## src/rtl/tsw_pkg.sv

```systemverilog
package tsw_pkg;

    typedef enum logic {
        ARB_FIXED  = 1'b0,
        ARB_ROTATE = 1'b1
    } arb_kind_e;

    // number of tag bits spent on the port number
    function automatic int idx_bits(input int n);
        return (n > 1) ? $clog2(n) : 0;
    endfunction

endpackage

```

## src/rtl/tsw_batch_fifo.sv

```systemverilog
module tsw_batch_fifo #(
    parameter int N     = 4,
    parameter int PW    = 14,
    parameter int DEPTH = 4,
    parameter int IW    = 2,
    localparam int PTR_W = $clog2(DEPTH),
    localparam int CNT_W = $clog2(DEPTH + 1)
) (
    input  logic            clk,
    input  logic            rst,
    input  logic            push_i,
    input  logic [N-1:0]    push_mask_i,
    input  logic [N*PW-1:0] push_data_i,
    input  logic            take_i,
    input  logic [IW-1:0]   take_idx_i,
    output logic [N-1:0]    head_mask_o,
    output logic [N*PW-1:0] head_data_o,
    output logic            full_o
);

    typedef struct packed {
        logic [DEPTH-1:0][N-1:0]    mask;
        logic [DEPTH-1:0][N*PW-1:0] data;
        logic [PTR_W-1:0]           rd;
        logic [PTR_W-1:0]           wr;
        logic [CNT_W-1:0]           cnt;
    } fifo_s;

    fifo_s st_d, st_q;

    logic          empty;
    logic          do_push;
    logic          do_pop;
    logic [N-1:0]  remaining;

    function automatic logic [PTR_W-1:0] ptr_next(input logic [PTR_W-1:0] p);
        return (p == PTR_W'(DEPTH - 1)) ? '0 : p + 1'b1;
    endfunction

    always_comb begin
        st_d      = st_q;
        empty     = (st_q.cnt == '0);
        full_o    = (st_q.cnt == CNT_W'(DEPTH));
        do_push   = push_i && !full_o && (push_mask_i != '0);
        remaining = st_q.mask[st_q.rd] & ~(N'(1) << take_idx_i);
        do_pop    = take_i && !empty && (remaining == '0);

        // clear the granted bit in the head batch
        if (take_i && !empty) begin
            st_d.mask[st_q.rd] = remaining;
        end
        if (do_push) begin
            st_d.mask[st_q.wr] = push_mask_i;
            st_d.data[st_q.wr] = push_data_i;
            st_d.wr            = ptr_next(st_q.wr);
        end
        if (do_pop) begin
            st_d.rd = ptr_next(st_q.rd);
        end
        st_d.cnt = st_q.cnt + CNT_W'(do_push) - CNT_W'(do_pop);

        head_mask_o = empty ? '0 : st_q.mask[st_q.rd];
        head_data_o = st_q.data[st_q.rd];
    end

    always_ff @(posedge clk) begin
        if (rst) begin
            st_q <= '0;
        end else begin
            st_q <= st_d;
        end
    end

endmodule

```

## src/rtl/tsw_rot_pick.sv

```systemverilog
module tsw_rot_pick #(
    parameter int N  = 4,
    parameter int IW = 2
) (
    input  logic [N-1:0]  mask_i,
    input  logic [IW-1:0] start_i,
    output logic          found_o,
    output logic [IW-1:0] idx_o
);

    int pos;

    always_comb begin
        found_o = 1'b0;
        idx_o   = '0;
        pos     = 0;
        for (int i = 0; i < N; i++) begin
            pos = int'(start_i) + i;
            if (pos >= N) begin
                pos = pos - N;
            end
            if (!found_o && mask_i[pos]) begin
                found_o = 1'b1;
                idx_o   = IW'(pos);
            end
        end
    end

endmodule

```

## src/rtl/tsw_rsp_route.sv

```systemverilog
module tsw_rsp_route #(
    parameter int N      = 4,
    parameter int TAG_W  = 6,
    parameter int DATA_W = 8,
    parameter int SHIFT  = 2,
    localparam int SEL_W = (SHIFT > 0) ? SHIFT : 1
) (
    input  logic                   clk,
    input  logic                   rst,
    input  logic                   rsp_valid_i,
    input  logic [TAG_W+SHIFT-1:0] rsp_tag_i,
    input  logic [DATA_W-1:0]      rsp_data_i,
    output logic [N-1:0]           rsp_valid_o,
    output logic [TAG_W-1:0]       rsp_tag_o,
    output logic [DATA_W-1:0]      rsp_data_o
);

    typedef struct packed {
        logic [N-1:0]      vld;
        logic [TAG_W-1:0]  tag;
        logic [DATA_W-1:0] data;
    } route_s;

    route_s rt_d, rt_q;

    logic [SEL_W-1:0] dest;
    logic [TAG_W-1:0] tag_strip;

    generate
        if (SHIFT > 0) begin : g_split
            assign dest      = rsp_tag_i[SHIFT-1:0];
            assign tag_strip = rsp_tag_i[TAG_W+SHIFT-1:SHIFT];
        end else begin : g_single
            assign dest      = '0;
            assign tag_strip = rsp_tag_i;
        end
    endgenerate

    always_comb begin
        rt_d     = rt_q;
        rt_d.vld = '0;
        if (rsp_valid_i) begin
            rt_d.tag  = tag_strip;
            rt_d.data = rsp_data_i;
            for (int p = 0; p < N; p++) begin
                if (int'(dest) == p) begin
                    rt_d.vld[p] = 1'b1;
                end
            end
        end
    end

    always_ff @(posedge clk) begin
        if (rst) begin
            rt_q <= '0;
        end else begin
            rt_q <= rt_d;
        end
    end

    assign rsp_valid_o = rt_q.vld;
    assign rsp_tag_o   = rt_q.tag;
    assign rsp_data_o  = rt_q.data;

endmodule

```

## src/rtl/tagged_arb_switch.sv

```systemverilog
module tagged_arb_switch #(
    parameter int                  N_REQ      = 4,
    parameter int                  TAG_W      = 6,
    parameter int                  DATA_W     = 8,
    parameter int                  FIFO_DEPTH = 4,
    parameter int                  REQ_LAT    = 1,
    parameter tsw_pkg::arb_kind_e  ARB        = tsw_pkg::ARB_ROTATE,
    localparam int SHIFT  = tsw_pkg::idx_bits(N_REQ),
    localparam int SEL_W  = (SHIFT > 0) ? SHIFT : 1,
    localparam int OTAG_W = TAG_W + SHIFT,
    localparam int PW     = TAG_W + DATA_W
) (
    input  logic                      clk,
    input  logic                      rst,
    input  logic [N_REQ-1:0]          req_valid_i,
    output logic                      req_ready_o,
    input  logic [N_REQ*TAG_W-1:0]    req_tag_i,
    input  logic [N_REQ*DATA_W-1:0]   req_data_i,
    output logic                      req_valid_o,
    input  logic                      req_ready_i,
    output logic [OTAG_W-1:0]         req_tag_o,
    output logic [DATA_W-1:0]         req_data_o,
    input  logic                      rsp_valid_i,
    input  logic [OTAG_W-1:0]         rsp_tag_i,
    input  logic [DATA_W-1:0]         rsp_data_i,
    output logic [N_REQ-1:0]          rsp_valid_o,
    output logic [TAG_W-1:0]          rsp_tag_o,
    output logic [DATA_W-1:0]         rsp_data_o
);

    typedef struct packed {
        logic [SEL_W-1:0]                 cursor;
        logic [REQ_LAT-1:0]               vld;
        logic [REQ_LAT-1:0][OTAG_W-1:0]   tag;
        logic [REQ_LAT-1:0][DATA_W-1:0]   data;
    } out_s;

    out_s st_d, st_q;

    logic [N_REQ*PW-1:0] push_data;
    logic [N_REQ*PW-1:0] head_data;
    logic [N_REQ-1:0]    head_mask;
    logic                fifo_full;
    logic                found;
    logic [SEL_W-1:0]    pick_idx;
    logic                advance;
    logic                grant;
    logic [PW-1:0]       sel_pay;
    logic [OTAG_W-1:0]   out_tag;
    logic [SEL_W-1:0]    arb_cursor;

    // per-port payload packing: {tag, data}
    generate
        for (genvar p = 0; p < N_REQ; p++) begin : g_pack
            assign push_data[p*PW +: PW] = {req_tag_i[p*TAG_W +: TAG_W],
                                            req_data_i[p*DATA_W +: DATA_W]};
        end
    endgenerate

    tsw_batch_fifo #(
        .N     (N_REQ),
        .PW    (PW),
        .DEPTH (FIFO_DEPTH),
        .IW    (SEL_W)
    ) i_batch_fifo (
        .clk         (clk),
        .rst         (rst),
        .push_i      (req_ready_o),
        .push_mask_i (req_valid_i),
        .push_data_i (push_data),
        .take_i      (grant),
        .take_idx_i  (pick_idx),
        .head_mask_o (head_mask),
        .head_data_o (head_data),
        .full_o      (fifo_full)
    );

    tsw_rot_pick #(
        .N  (N_REQ),
        .IW (SEL_W)
    ) i_rot_pick (
        .mask_i  (head_mask),
        .start_i (st_q.cursor),
        .found_o (found),
        .idx_o   (pick_idx)
    );

    assign sel_pay = head_data[int'(pick_idx)*PW +: PW];

    generate
        if (SHIFT > 0) begin : g_tag_ext
            assign out_tag = {sel_pay[PW-1:DATA_W], pick_idx};
        end else begin : g_tag_pass
            assign out_tag = sel_pay[PW-1:DATA_W];
        end
    endgenerate

    always_comb begin
        st_d    = st_q;
        advance = !st_q.vld[REQ_LAT-1] || req_ready_i;
        grant   = found && advance;

        if (advance) begin
            st_d.vld[0]  = grant;
            st_d.tag[0]  = out_tag;
            st_d.data[0] = sel_pay[DATA_W-1:0];
            for (int k = 1; k < REQ_LAT; k++) begin
                st_d.vld[k]  = st_q.vld[k-1];
                st_d.tag[k]  = st_q.tag[k-1];
                st_d.data[k] = st_q.data[k-1];
            end
        end

        if (grant && (ARB == tsw_pkg::ARB_ROTATE)) begin
            st_d.cursor = (pick_idx == SEL_W'(N_REQ - 1)) ? '0 : pick_idx + 1'b1;
        end
    end

    always_ff @(posedge clk) begin
        if (rst) begin
            st_q <= '0;
        end else begin
            st_q <= st_d;
        end
    end

    assign arb_cursor  = st_q.cursor;
    assign req_ready_o = !fifo_full;
    assign req_valid_o = st_q.vld[REQ_LAT-1];
    assign req_tag_o   = st_q.tag[REQ_LAT-1];
    assign req_data_o  = st_q.data[REQ_LAT-1];

    tsw_rsp_route #(
        .N      (N_REQ),
        .TAG_W  (TAG_W),
        .DATA_W (DATA_W),
        .SHIFT  (SHIFT)
    ) i_rsp_route (
        .clk         (clk),
        .rst         (rst),
        .rsp_valid_i (rsp_valid_i),
        .rsp_tag_i   (rsp_tag_i),
        .rsp_data_i  (rsp_data_i),
        .rsp_valid_o (rsp_valid_o),
        .rsp_tag_o   (rsp_tag_o),
        .rsp_data_o  (rsp_data_o)
    );

endmodule

```

## config.mk

```make
export PLATFORM = sky130hd
export DESIGN_NAME = tagged_arb_switch
export DESIGN_NICKNAME = d
export VERILOG_FILES = /design/src/rtl/tsw_pkg.sv /design/src/rtl/tsw_batch_fifo.sv /design/src/rtl/tsw_rot_pick.sv /design/src/rtl/tsw_rsp_route.sv /design/src/rtl/tagged_arb_switch.sv
export SDC_FILE = /design/constraint.sdc
export NUM_CORES = 1
export LEC_CHECK = 0
export BUFFER_PORTS_ARGS = -buffer_cell sky130_fd_sc_hd__buf_2
export CAP_MARGIN = 20
export CORE_ASPECT_RATIO = 0.75
export CORE_MARGIN = 3
export CORE_UTILIZATION = 55
export CTS_CLUSTER_DIAMETER = 100
export CTS_CLUSTER_SIZE = 20
export DETAILED_ROUTE_END_ITERATION = 10
export MAX_ROUTING_LAYER = met4
export PLACE_DENSITY_LB_ADDON = 0.1
export SLEW_MARGIN = 0
export SYNTH_ARGS = -nofsm -noshare
export SYNTH_HDL_FRONTEND = slang
export SYNTH_SLANG_ARGS = --single-unit
```

## constraint.sdc

```tcl
create_clock -name clk -period 8.55 [get_ports clk]
set_clock_uncertainty 0.15 [all_clocks]
set_input_delay 1.2825 -clock clk [delete_from_list [all_inputs] [get_ports clk]]
set_output_delay 1.2825 -clock clk [all_outputs]
set_load 0.1 [all_outputs]
```

* After elaboration in Yosys (flattened, before gate mapping)
Index checks and enable logic that the tools add are counted.
** Storage, ports and cells
- Flip-flop bits (word level) :: 284
- Bits of input ports :: 80
- Output and inout bits :: 36
** Operators by class
- Add/sub/neg operators :: 12
- $mul :: 1
- Magnitude comparators :: 12
- Equality and inequality tests :: 7
- Shifts and indexed selects :: 2
- Multiplexer cells :: 47
- Bitwise gates (word level) :: 3
- Reduce and logical (&&, ||, !) cells :: 21
** Operators with widths (number)
- two-way mux 240 bit :: 1
- bitwise mux 224 bit :: 1
- < comparator 32 x 4 -> 1 bit (second input constant) :: 4
- two-way mux 32 bit :: 4
- binary-select mux 56 bit (select 2 bit) :: 1
- demux 56 bit (select 2 bit) :: 1
- two-way mux 56 bit :: 2
- >= comparator 32 x 4 -> 1 bit (second input constant) :: 3
- subtractor 32 x 4 -> 32 bit (second input constant) :: 3
- indexed part select 56 x 7 -> 14 bit :: 1
- bitwise mux 16 bit :: 2
- demux 4 bit (select 2 bit) :: 2
- two-way mux 1 bit :: 16
- two-way mux 16 bit :: 1
- two-way mux 4 bit :: 4
- two-way mux 2 bit :: 7
- equality test 2 bit (second input constant) :: 5
- logical AND 1 bit :: 9
- binary-select mux 1 bit (select 2 bit) :: 4
- binary-select mux 4 bit (select 2 bit) :: 1
- adder 2 x 1 -> 2 bit (second input constant) :: 3
- adder 2 x 2 -> 3 bit (second input constant) :: 2
- logical NOT 1 bit :: 6
- < comparator 2 x 3 -> 1 bit (second input constant) :: 2
- other kinds (19) :: 20

* Logic depth before layout (Yosys ltp)
Gate-level depths: netlist (run 1).
- Depth after elaboration :: 23
- Mapped depth :: 22
- Gate-level depth less buffers :: 19

* By module
Synthesis (run 1) repeated with hierarchy kept, for this count alone.
** Unflattened totals
- Cells, all modules :: 1384
- Area total of the unflattened synthesis :: 12159.2 um^2
** Modules (own cells, without submodules)
- tsw_batch_fifo :: times used 1, cells each 1212, area each 10368.7 um^2, seq. area each 4944.7 um^2
- tagged_arb_switch :: times used 1, cells each 103, area each 1079.8 um^2, seq. area each 380.4 um^2
- tsw_rsp_route :: times used 1, cells each 54, area each 633.1 um^2, seq. area each 360.3 um^2
- tsw_rot_pick :: times used 1, cells each 15, area each 77.6 um^2, seq. area each 0.0 um^2

* Worst setup path before layout (run 1)
OpenSTA, ideal clock, no wires.
- Kind :: register to register
- From :: register i_batch_fifo.st_q[5] in the netlist's numbering
- To :: register i_batch_fifo.st_q[2] in the netlist's numbering
- Library setup time :: 0.128 ns
- Data arrival time :: 4.186 ns
- Data required time :: 8.272 ns
- Slack :: 4.086 ns
- Stages on the path, launching flop included :: 22
- Period minus slack after synthesis :: 4.464 ns
- Cells stage by stage :: dfxtp_1 -> buf_6 -> mux4_2 -> mux2i_2 -> mux2_4 -> o22ai_1 -> a211o_1 -> and2_4 -> inv_4 -> buf_6 -> ha_1 -> nor2b_1 -> or3_1 -> nor4_4 -> ha_1 -> inv_1 -> ha_1 -> inv_1 -> fa_1 -> xor2_1 -> xnor2_1 -> nor2_1
** Between the ends
- Longest elaborated chain between the ends :: 22
- Elaborated cells between the ends (all ways) :: 37
- Those cells by class :: add/sub (1); shift (1); mux (23); bitwise (2); reduce/logical (10)
** Ends and longest elaborated chain
- from (decl) :: RTL line tsw_batch_fifo.sv:29 : fifo_s st_d, st_q;
- from (signal assigned) :: RTL line tsw_batch_fifo.sv:70 : st_q <= st_d;
- binary-select mux 4 bit (select 2 bit) * :: RTL line tsw_batch_fifo.sv:45, tsw_batch_fifo.sv:62
- two-way mux 4 bit (not written as such) * :: RTL line tsw_batch_fifo.sv:45, tsw_batch_fifo.sv:62
- two-way mux 4 bit :: RTL line tsw_batch_fifo.sv:62 : head_mask_o = empty ? '0 : st_q.mask[st_q.rd];
- binary-select mux 1 bit (select 2 bit) :: RTL line tsw_rot_pick.sv:22 : if (!found_o && mask_i[pos]) begin
- two-way mux 1 bit (not written as such) (2 in a row) :: RTL line tsw_rot_pick.sv:22
- two-way mux 1 bit :: RTL line tsw_rot_pick.sv:22
- logical NOT 1 bit :: RTL line tsw_rot_pick.sv:22
- logical AND 1 bit :: RTL line tsw_rot_pick.sv:22
- [6 not listed]
- two-way mux 2 bit :: RTL line tsw_rot_pick.sv:22
- << shifter 1 x 2 -> 4 bit :: RTL line tsw_batch_fifo.sv:45 : remaining = st_q.mask[st_q.rd] & ~(N'(1) << take_idx_i);
- inverter 4 bit :: RTL line tsw_batch_fifo.sv:45
- bitwise AND 4 bit :: RTL line tsw_batch_fifo.sv:45
- logical NOT 4 bit :: RTL line tsw_batch_fifo.sv:46 : do_pop = take_i && !empty && (remaining == '0);
- logical AND 1 bit * :: RTL line tsw_batch_fifo.sv:46
- net i_batch_fifo.do_pop :: RTL line tsw_batch_fifo.sv:33 : logic do_pop;
- subtractor 3 x 1 -> 3 bit * :: RTL line tsw_batch_fifo.sv:60 : st_d.cnt = st_q.cnt + CNT_W'(do_push) - CNT_W'(do_pop);
The timed path passes the listed nets; every way through them passes the cells marked *. The select of a mux whose other input is x is not followed.
A chain may end at the register's enable or synchronous reset.

* Worst setup path in the final report (run 1)
Same ends and word-level chain as after synthesis.

==> run metrics, run 1 <==
Worst Path Required roughly 8.8 ns; overflow left after global routing 0; worst path cell trace mux4_2 > nand2b_1 > o31ai_1 > o22ai_1 > a211o_1 > and2_4 > inv_4 > ha_1 > nor2b_1 > or3_1 > nor4_4 > ha_1 > inv_1 > ha_1 > inv_1 > fa_1 > xor2_1 > xnor2_1 > nor2_1; crit path launch i_batch_fifo.st_q[5]; final slew viol count 0; clock root buffer clkbuf_16; Syn Inst Count about 1.4k; clock insertion delay at the later pin of the skew report 0.52 ns; First DRT Iteration DRCs ~1.0k; first-pass GRT wire length between 50,000 and 60,000 µm; clk slew on worst S/H paths roughly 0.08 ns; most common cell after layout, fill and taps aside nand2_1; post-detail-place hpwl a little under 20,000 µm; #FFs+latches synth roughly 280; GR Util met1 39.0%; CP max stage delay 0.89 ns; post-synthesis xor/xnor area fraction 0.142%; Routed Wire Length ~33,000 µm; Post-Synth Simple-Gate Area between 10% and 20%; Worst Tran Pin Value 1.13 ns; share of cells above drive strength 1 between 10% and 20%; Core ar. ~22,000 µm²; CTS H-tree lvls 1; Slowest cell on crit path dfxtp_4; CTS Sinks 284; Die H 136 µm; GR Util All Layers 27.7%; Setup Fix Bufs, Post-CTS 0; post-synth top area cell dfxtp_1; Cell Rows 46; most frequent cells in the layout nand2_1, dfxtp_1, a21oi_1, buf_2; Boundary Pins 116; vias 9,988; CTS tree done; status complete, no violations; top cells by area, synth dfxtp_1, nand2_1, mux4_2; worst relative slew slack between 20% and 30%; WS Path Type flip-flop to flip-flop; combinational family with the most area after synthesis simple AND/OR/NAND/NOR gates; crit path max fanout slightly above 40; Die X between 150 and 200 µm; P&R area growth vs syn 8.76%; final cell count without fillers 1,727; Seq/Total Area, Yosys 45.9%; met3 usage under 10%; detailed-route DRC error count 0; routed len/inst approximately 19 µm; Cell variety after synth 54; synthesized area between 10,000 and 15,000 µm²; drt pass-1 iters 5; PwrDens roughly 350 nW/µm²; Detail Route Antenna Nets 0; startpoint types flip-flop; initial antenna violation count 3; Top cell by count, worst path ha_1; max-cap viol count 0; RSZ-0062 raised after global routing no; post-synthesis mux area share 17.9%; grt met2 use a little over two fifths; fin crit period roughly 5.6 ns; Final Hold Viols 0; Vias per Instance a little under 6; Die ar. roughly 24,000 µm²; setup tns final 0 ns; WHS ~0.3 ns; Synth Area in Adders under 10%; syn nets roughly 1.5k; RR Startpoint i_batch_fifo.st_q[5]; Crit path arrival time between 5 and 6 ns; post-synth top area share a little under half; post-synthesis compound-gate area fraction between 10% and 20%; Fmax ~180 MHz; CP Capture Type flip-flop; LEAKAGE just under 5 nW; RD Place Congestion roughly 0.86; Resized Gates After CTS 0; largest vdd supply drop roughly 0.00025 V; CTS Hold Bufs 0; # setup viols final 0; largest net degree at the start of global routing 108; Max Buffers Root-to-Sink 3; number of global-route vias before repair between 9k and 10k; type of the worst min-delay path flip-flop to flip-flop; Ys Warns 0; TritonCTS buffer count 18; Most Used Layer, Global Route met2; Mean Syn Cell Area approximately 8.9 µm²; Placed Cells incl. Taps around 1.7k; IO Port Bufs between 100 and 150; NumNets Final roughly 1.5k; initial core utilization around 57%; period utilization about two thirds
[path summary, 6_finish.rpt]
| path | endpoint | slack, ns | cells after the start |
|---|---|---|---|
| min | flip-flop | 0.30 | 2 |
| max | i_batch_fifo.st_q[2] | 2.97 | 19 |
| max reg2reg | i_batch_fifo.st_q[2] | 2.97 | 19 |
| min reg2reg | flip-flop | 0.30 | 2 |
[Yosys cell counts, drive strengths merged]
library cell	count
xnor2	1
buf	14
nor2	44
mux4	62
nor4b	1
and2	7
a311oi	4
a31oi	1
xor2	1
inv	9
a211oi	14
nor3	4
a221oi	1
dfxtp	284
a211o	1
o22a	1
o22ai	1
nand3	7
fa	1
o21ai	17
nand2	464
mux2i	63
nand4b	1
nor2b	3
mux2	16
a32o	1
clkbuf	94
or2	1
nand4	1
and4b	1
nand2b	9
o31ai	2
a32oi	1
or3	2
a21oi	230
nor4bb	2
nor4	2
ha	11
nand3b	14
o21a	2
[layer usage]
layer,routed length [µm],vias to the layer above
met1,14600,4764
li1,-,4821
met3,2560,42
met4,577,0
met2,15400,361
met5,0,-
[cell type report]
class                      instances  area [µm²]
clock buffer                      19         454
fill                            1940        8180
tap                              288         360
clock inverter                     2        32.5
inverter                           9        36.3
multi-input combinational        994        6200
timing repair buffer             128         682
sequential                       284        5690
antenna                            3        7.51
[where the power goes]
| part | total, mW | internal (mW) | switching, mW |
|---|---|---|---|
| logic | 2.09 | 0.712 | 1.37 |
| registers | 1.79 | 1.59 | 0.193 |
| clock network | 0.829 | 0.387 | 0.442 |
| total | 4.70 | 2.69 | 2.01 |
[cells by family (layout without fill, tap and decap cells)]
| group | count (synthesis) | count (layout) |
|---|---|---|
| buffers and inverters | 117 | 158 |
| AOI/OAI and AO/OA | 276 | 276 |
| DFF | 284 | 284 |
| other | 0 | 3 |
| xor gates and xnor gates | 2 | 2 |
| muxes | 141 | 141 |
| adders and majority gates | 12 | 12 |
| and+or+nand+nor | 563 | 563 |
[critical path, delay by kind of cell (launching register included)]
family,cells,cell delay (ns)
AOI/OAI and AO/OA,3,0.88
xor gates and xnor gates,2,0.31
adders and majority gates,4,1.08
buffers and inverters,3,0.52
DFF,1,0.89
muxes,1,0.41
and+or+nand+nor,6,1.18
[per-stage QoR]
step	cell area (µm²)	setup slack, ns	utilization [%]	power [mW]
after detailed placement	13000	2.97	59.9	3.89
final	13500	2.97	62.2	4.70
after CTS	13500	2.94	62.2	4.72
after global placement	13000	3.03	59.9	3.85
after global routing	13500	2.58	62.2	4.96
after floorplan	12400	4.09	-	3.41
No activity file was read; power rests on OpenSTA's default activity.
==> inputs of run 2 (changes only) <==
==> constraint.sdc (replaced) <==
create_clock -name clk -period 5.2 [get_ports clk]
set_clock_uncertainty 0.15 [all_clocks]
set_input_delay 0.78 -clock clk [delete_from_list [all_inputs] [get_ports clk]]
set_output_delay 0.78 -clock clk [all_outputs]
set_load 0.1 [all_outputs]
==> run 2 against run 1 <==
  * Global-route usage up 0.31 points
  * Clock power grew 66%
  * Wire length grew 0.96%
  * Sequential share of layout area decreased by 0.26 points
  * First-iteration DRC count down 11%
==> run metrics, run 2 (same netlist as run 1, synthesis figures left out) <==
clock insertion delay at the later pin of the skew report between 0.5 and 0.6 ns; Levels on crit path 20; drt pass-1 iters 5; initial antenna violation count 3; clk slew on worst S/H paths ~0.090 ns; vias approximately 10k; GR Util All Layers around 28%; CP Capture Type flip-flop; status complete, no violations; max-cap viol count 0; CTS Hold Bufs 0; setup tns final 0 ns; Slowest cell on crit path dfxtp_4; met3 usage a little over 4%; Top Family by Delay on Critical Path simple AND/OR/NAND/NOR gates; Worst Tran Pin Value a little over 0.9 ns; Crit path arrival time between 4 and 5 ns; final cell count without fillers 1,738; CTS H-tree lvls 1; RD Place Congestion between 0.9 and 1; crit path max fanout 23; RR Endpoint i_batch_fifo.st_q[2]; largest net degree at the start of global routing approximately 140; first-pass GRT wire length 52,400 µm; fin crit period roughly 4.8 ns; Core ar. 21,600 µm²; Layout fillers just under 2k; share of cells above drive strength 1 between 10% and 20%; Top cell by count, worst path ha_1; Setup Fix Bufs, Post-CTS 0; CP max stage delay between 0.4 and 0.5 ns; Final Hold Viols 0; worst path cell trace buf_4 > mux4_2 > nand4b_1 > o31ai_4 > o22ai_1 > a211o_1 > and2_4 > inv_4 > ha_1 > nor2b_1 > or3_1 > nor4_4 > ha_1 > inv_1 > ha_1 > inv_1 > fa_1 > xor2_1 > xnor2_1 > nor2_1; grt met2 use about two fifths; period utilization between 90% and 100%; routed len/inst roughly 19 µm; NumNets Final 1,538; most frequent cells in the layout nand2_1, dfxtp_1, a21oi_1, buf_2; type of the worst min-delay path flip-flop to flip-flop; P&R area growth vs syn 9.42%; Die H 136 µm; CTS tree done; clock root buffer clkbuf_16; TritonCTS buffer count 18; Detail Route Antenna Nets 0; Cell Rows 46; Vias per Instance approximately 5.8; startpoint types flip-flop; post-detail-place hpwl around 21,000 µm; Reg2Reg Setup Slack about 0.42 ns; number of global-route vias before repair approximately 9.3k; WP buf/inv 4; worst relative slew slack between 30% and 40%; LEAKAGE between 4 and 5 nW; Die X between 150 and 200 µm; PwrDens around 580 nW/µm²; RR Startpoint i_batch_fifo.st_q[5]; CTS Sinks about 280; hold depth 2; R2R cell count 20; RSZ-0062 raised after global routing no; Placed Cells incl. Taps between 1.5k and 2k; final slew viol count 0; Max Buffers Root-to-Sink 3; Resized Gates After CTS 0; detailed-route DRC error count 0; Most Used Layer, Global Route met2; # setup viols final 0; Boundary Pins 116; Fmax ~210 MHz; GR Util met1 between 40% and 50%; Worst Path Required 5.42 ns; largest vdd supply drop 0.000366 V; most common cell after layout, fill and taps aside nand2_1; Routed Wire Length between 30,000 and 40,000 µm; overflow left after global routing 0; initial core utilization a little under three fifths; Die ar. between 20,000 and 25,000 µm²; WS Path Type flip-flop to flip-flop; IO Port Bufs between 100 and 150; First DRT Iteration DRCs roughly 900
run 2: cell types whose count changed in the layout (fill, tap and decap cells not counted):
cell | before | now
buf_4 | 13 | 24
run 2: worst min-delay path, stage by stage, from the launching register on:
cell and delay (ns):
dfxtp_1 0.31, nand2_1 0.05, a21oi_1 0.05
run 2: final cells by class:
cell class | count | area [µm²] | share of cell area [%]
multi-input cells | 994 | 6200 | 45.8
clock buffers | 19 | 454 | 3.35
inverters | 9 | 36.3 | 0.268
well taps | 288 | 360 | 2.66
flip-flops and latches | 284 | 5690 | 42.0
repair buffers | 139 | 764 | 5.65
clock inverters | 2 | 32.5 | 0.240
diodes | 3 | 7.51 | 0.0554
run 2: where the power goes:
group          internal (mW)  total, mW  leakage, nW  switching, mW
registers               2.62       2.90         2.32          0.274
logic                   1.21       3.54         2.43           2.33
clock network          0.636       1.38        0.237          0.739
total                   4.47       7.81         4.99           3.34
run 2: routing by layer:
| metal | up-vias | part of all wire (%) | wire length [µm] |
|---|---|---|---|
| li1 | 4835 | - | - |
| met1 | 4837 | 47 | 15700 |
| met2 | 325 | 45 | 15000 |
| met3 | 41 | 6.5 | 2190 |
| met4 | 0 | 1.7 | 574 |
| met5 | - | 0 | 0 |
run 2: worst max-delay path by stage:
stage / start / endpoint / slack, ns
global placement: i_batch_fifo.st_q[5] / i_batch_fifo.st_q[2] / 0.48
global route: i_batch_fifo.st_q[5] / i_batch_fifo.st_q[2] / 0.04
CTS: i_batch_fifo.st_q[5] / i_batch_fifo.st_q[2] / 0.38
floorplan: i_batch_fifo.st_q[5] / i_batch_fifo.st_q[2] / 0.74
detailed placement: i_batch_fifo.st_q[5] / i_batch_fifo.st_q[2] / 0.40
finish: i_batch_fifo.st_q[5] / i_batch_fifo.st_q[2] / 0.42
run 2: per-stage QoR:
stage	util (%)	total power, mW	setup slack, ns	hold WS [ns]	cell area [µm²]
floorplan	-	5.61	0.736	0.283	12400
global placement	60.3	6.38	0.479	0.289	13000
detailed placement	60.3	6.45	0.401	0.293	13000
CTS	62.5	7.81	0.378	0.305	13500
global route	62.6	8.24	0.0375	0.307	13500
finish	62.6	7.81	0.423	0.304	13500
==> inputs of run 3 (changes only) <==
--- a/config.mk
+++ b/config.mk
@@ -7,7 +7,6 @@
 export LEC_CHECK = 0
 export BUFFER_PORTS_ARGS = -buffer_cell sky130_fd_sc_hd__buf_2
 export CAP_MARGIN = 20
-export CORE_ASPECT_RATIO = 0.75
 export CORE_MARGIN = 3
 export CORE_UTILIZATION = 55
 export CTS_CLUSTER_DIAMETER = 100
==> run 3 against run 2 <==
  * First-iteration DRC count decreased by 3.9%
  * Worst setup slack gained 0.12 ns
  * Sequential cell count is the same
  * Sequential share of layout area about the same
  * Via count shrank 1.2%
  * Global-route usage shrank 0.41 points
  * Count of clock-buffer cells in the layout unchanged
==> run metrics, run 3 (same netlist as run 1, synthesis figures left out) <==
status complete, no violations; vias 9,916; GR Util met1 37.4%; IO Port Bufs around 120; most frequent cells in the layout nand2_1, dfxtp_1, a21oi_1, buf_2; Placed Cells incl. Taps 1,705; first-pass GRT wire length 52,000 µm; CP Capture Type flip-flop; final setup margin around 0.54 ns; fin util between 60% and 70%; most common cell after layout, fill and taps aside nand2_1; worst relative slew slack 29.4%; CTS tree done; CTS Sinks about 280; number of global-route vias before repair between 9k and 10k; met3 usage between 4 and 5%; post-detail-place hpwl 20,000 µm; P&R area growth vs syn 9.32%; crit path max fanout 16; final cell count without fillers roughly 1.7k; final slew viol count 0; initial core utilization roughly 56%; share of cells above drive strength 1 around 17%; Crit path arrival time between 4 and 5 ns; Worst Path Required between 5 and 6 ns; routed len/inst about 19 µm; LEAKAGE 4.99 nW; Setup Fix Bufs, Post-CTS 0; clock root buffer clkbuf_16; period utilization 89.5%; largest net degree at the start of global routing 163; Worst Tran Pin Value ~1.1 ns; RSZ-0062 raised after global routing no; Die ar. 24,300 µm²; clk slew on worst S/H paths ~0.090 ns; CTS Hold Bufs 0; First DRT Iteration DRCs just under 900; pre-CTS setup slack between 0.5 and 0.6 ns; Max Buffers Root-to-Sink 3; largest vdd supply drop ~0.00033 V; drt pass-1 iters 5; initial antenna violation count 4; clock insertion delay at the later pin of the skew report 0.51 ns; setup tns final 0 ns; CTS H-tree lvls 1; Detail Route Antenna Nets 0; # setup viols final 0; final instance area 13,500 µm²; Core ar. roughly 22,000 µm²; Final Hold Viols 0; RD Place Congestion about 0.9; type of the worst min-delay path flip-flop to flip-flop; detailed-route DRC error count 0; Fmax 215 MHz; grt met2 use between 40% and 50%; Most Used Layer, Global Route met2; overflow left after global routing 0; Cell Rows 54; TritonCTS buffer count 18; startpoint types flip-flop; placed cell areas roughly 13,000 µm²; Routed Wire Length around 33,000 µm; max-cap viol count 0; Die X ~160 µm; PwrDens between 500 and 600 nW/µm²; Resized Gates After CTS 0; Die H between 150 and 200 µm; Boundary Pins between 100 and 150; WS Path Type flip-flop to flip-flop; NumNets Final between 1.5k and 2k; fin crit period about 4.7 ns; Vias per Instance 5.73; GR Util All Layers around 28%
## run 3: cell types whose count changed in the layout (fill, tap and decap cells not counted), sizes merged
cell	previous run	this run
buf	138	137
diode	3	5
## run 3: path summary, 6_finish.rpt
check	startpoint	to	slack, ns	cells past startpoint
worst min-delay path	flip-flop	flip-flop	0.30	2
worst max register to register	i_batch_fifo.st_q[5]	i_batch_fifo.st_q[2]	0.54	19
worst min register to register	flip-flop	flip-flop	0.30	2
worst max-delay path	i_batch_fifo.st_q[5]	i_batch_fifo.st_q[2]	0.54	19
## run 3: cell type report
type                            count  area, µm²
Fill cell                        1937       8430
Multi-Input combinational cell    994       6200
Sequential cell                   284       5690
Timing Repair Buffer              138        757
Clock buffer                       19        454
Tap cell                          280        350
Inverter                            9       36.3
Clock inverter                      2       32.5
Antenna cell                        5       12.5
## run 3: per-stage QoR
| step | hold WS (ns) | power [mW] |
|---|---|---|
| global placement | 0.289 | 6.39 |
| finish | 0.304 | 7.79 |
| floorplan | 0.283 | 5.61 |
| detailed placement | 0.294 | 6.45 |
| CTS | 0.304 | 7.82 |
| global route | 0.315 | 8.25 |
## run 3: routing by layer
layer	wire [µm]	up-vias
li1	-	4840
met1	14300	4757
met2	15500	286
met3	2200	33
met4	571	0
met5	0	-
## run 3: worst max-delay path: stages, from the launching register on
cell and delay [ns]:
dfxtp_4 0.52, mux2i_1 0.45, mux4_2 0.36, mux2_4 0.16
o22ai_1 0.09, a211o_1 0.31, and2_4 0.17, inv_4 0.05
ha_1 0.13, nor2b_1 0.09, or3_1 0.36, nor4_4 0.35
ha_1 0.30, inv_1 0.06, ha_1 0.14, inv_1 0.06
fa_1 0.40, xor2_1 0.16, xnor2_1 0.13, nor2_1 0.05
## run 3: report_power, final
part	switching [mW]	internal, mW
Sequential	0.270	2.62
Combinational	2.31	1.22
Clock	0.734	0.636
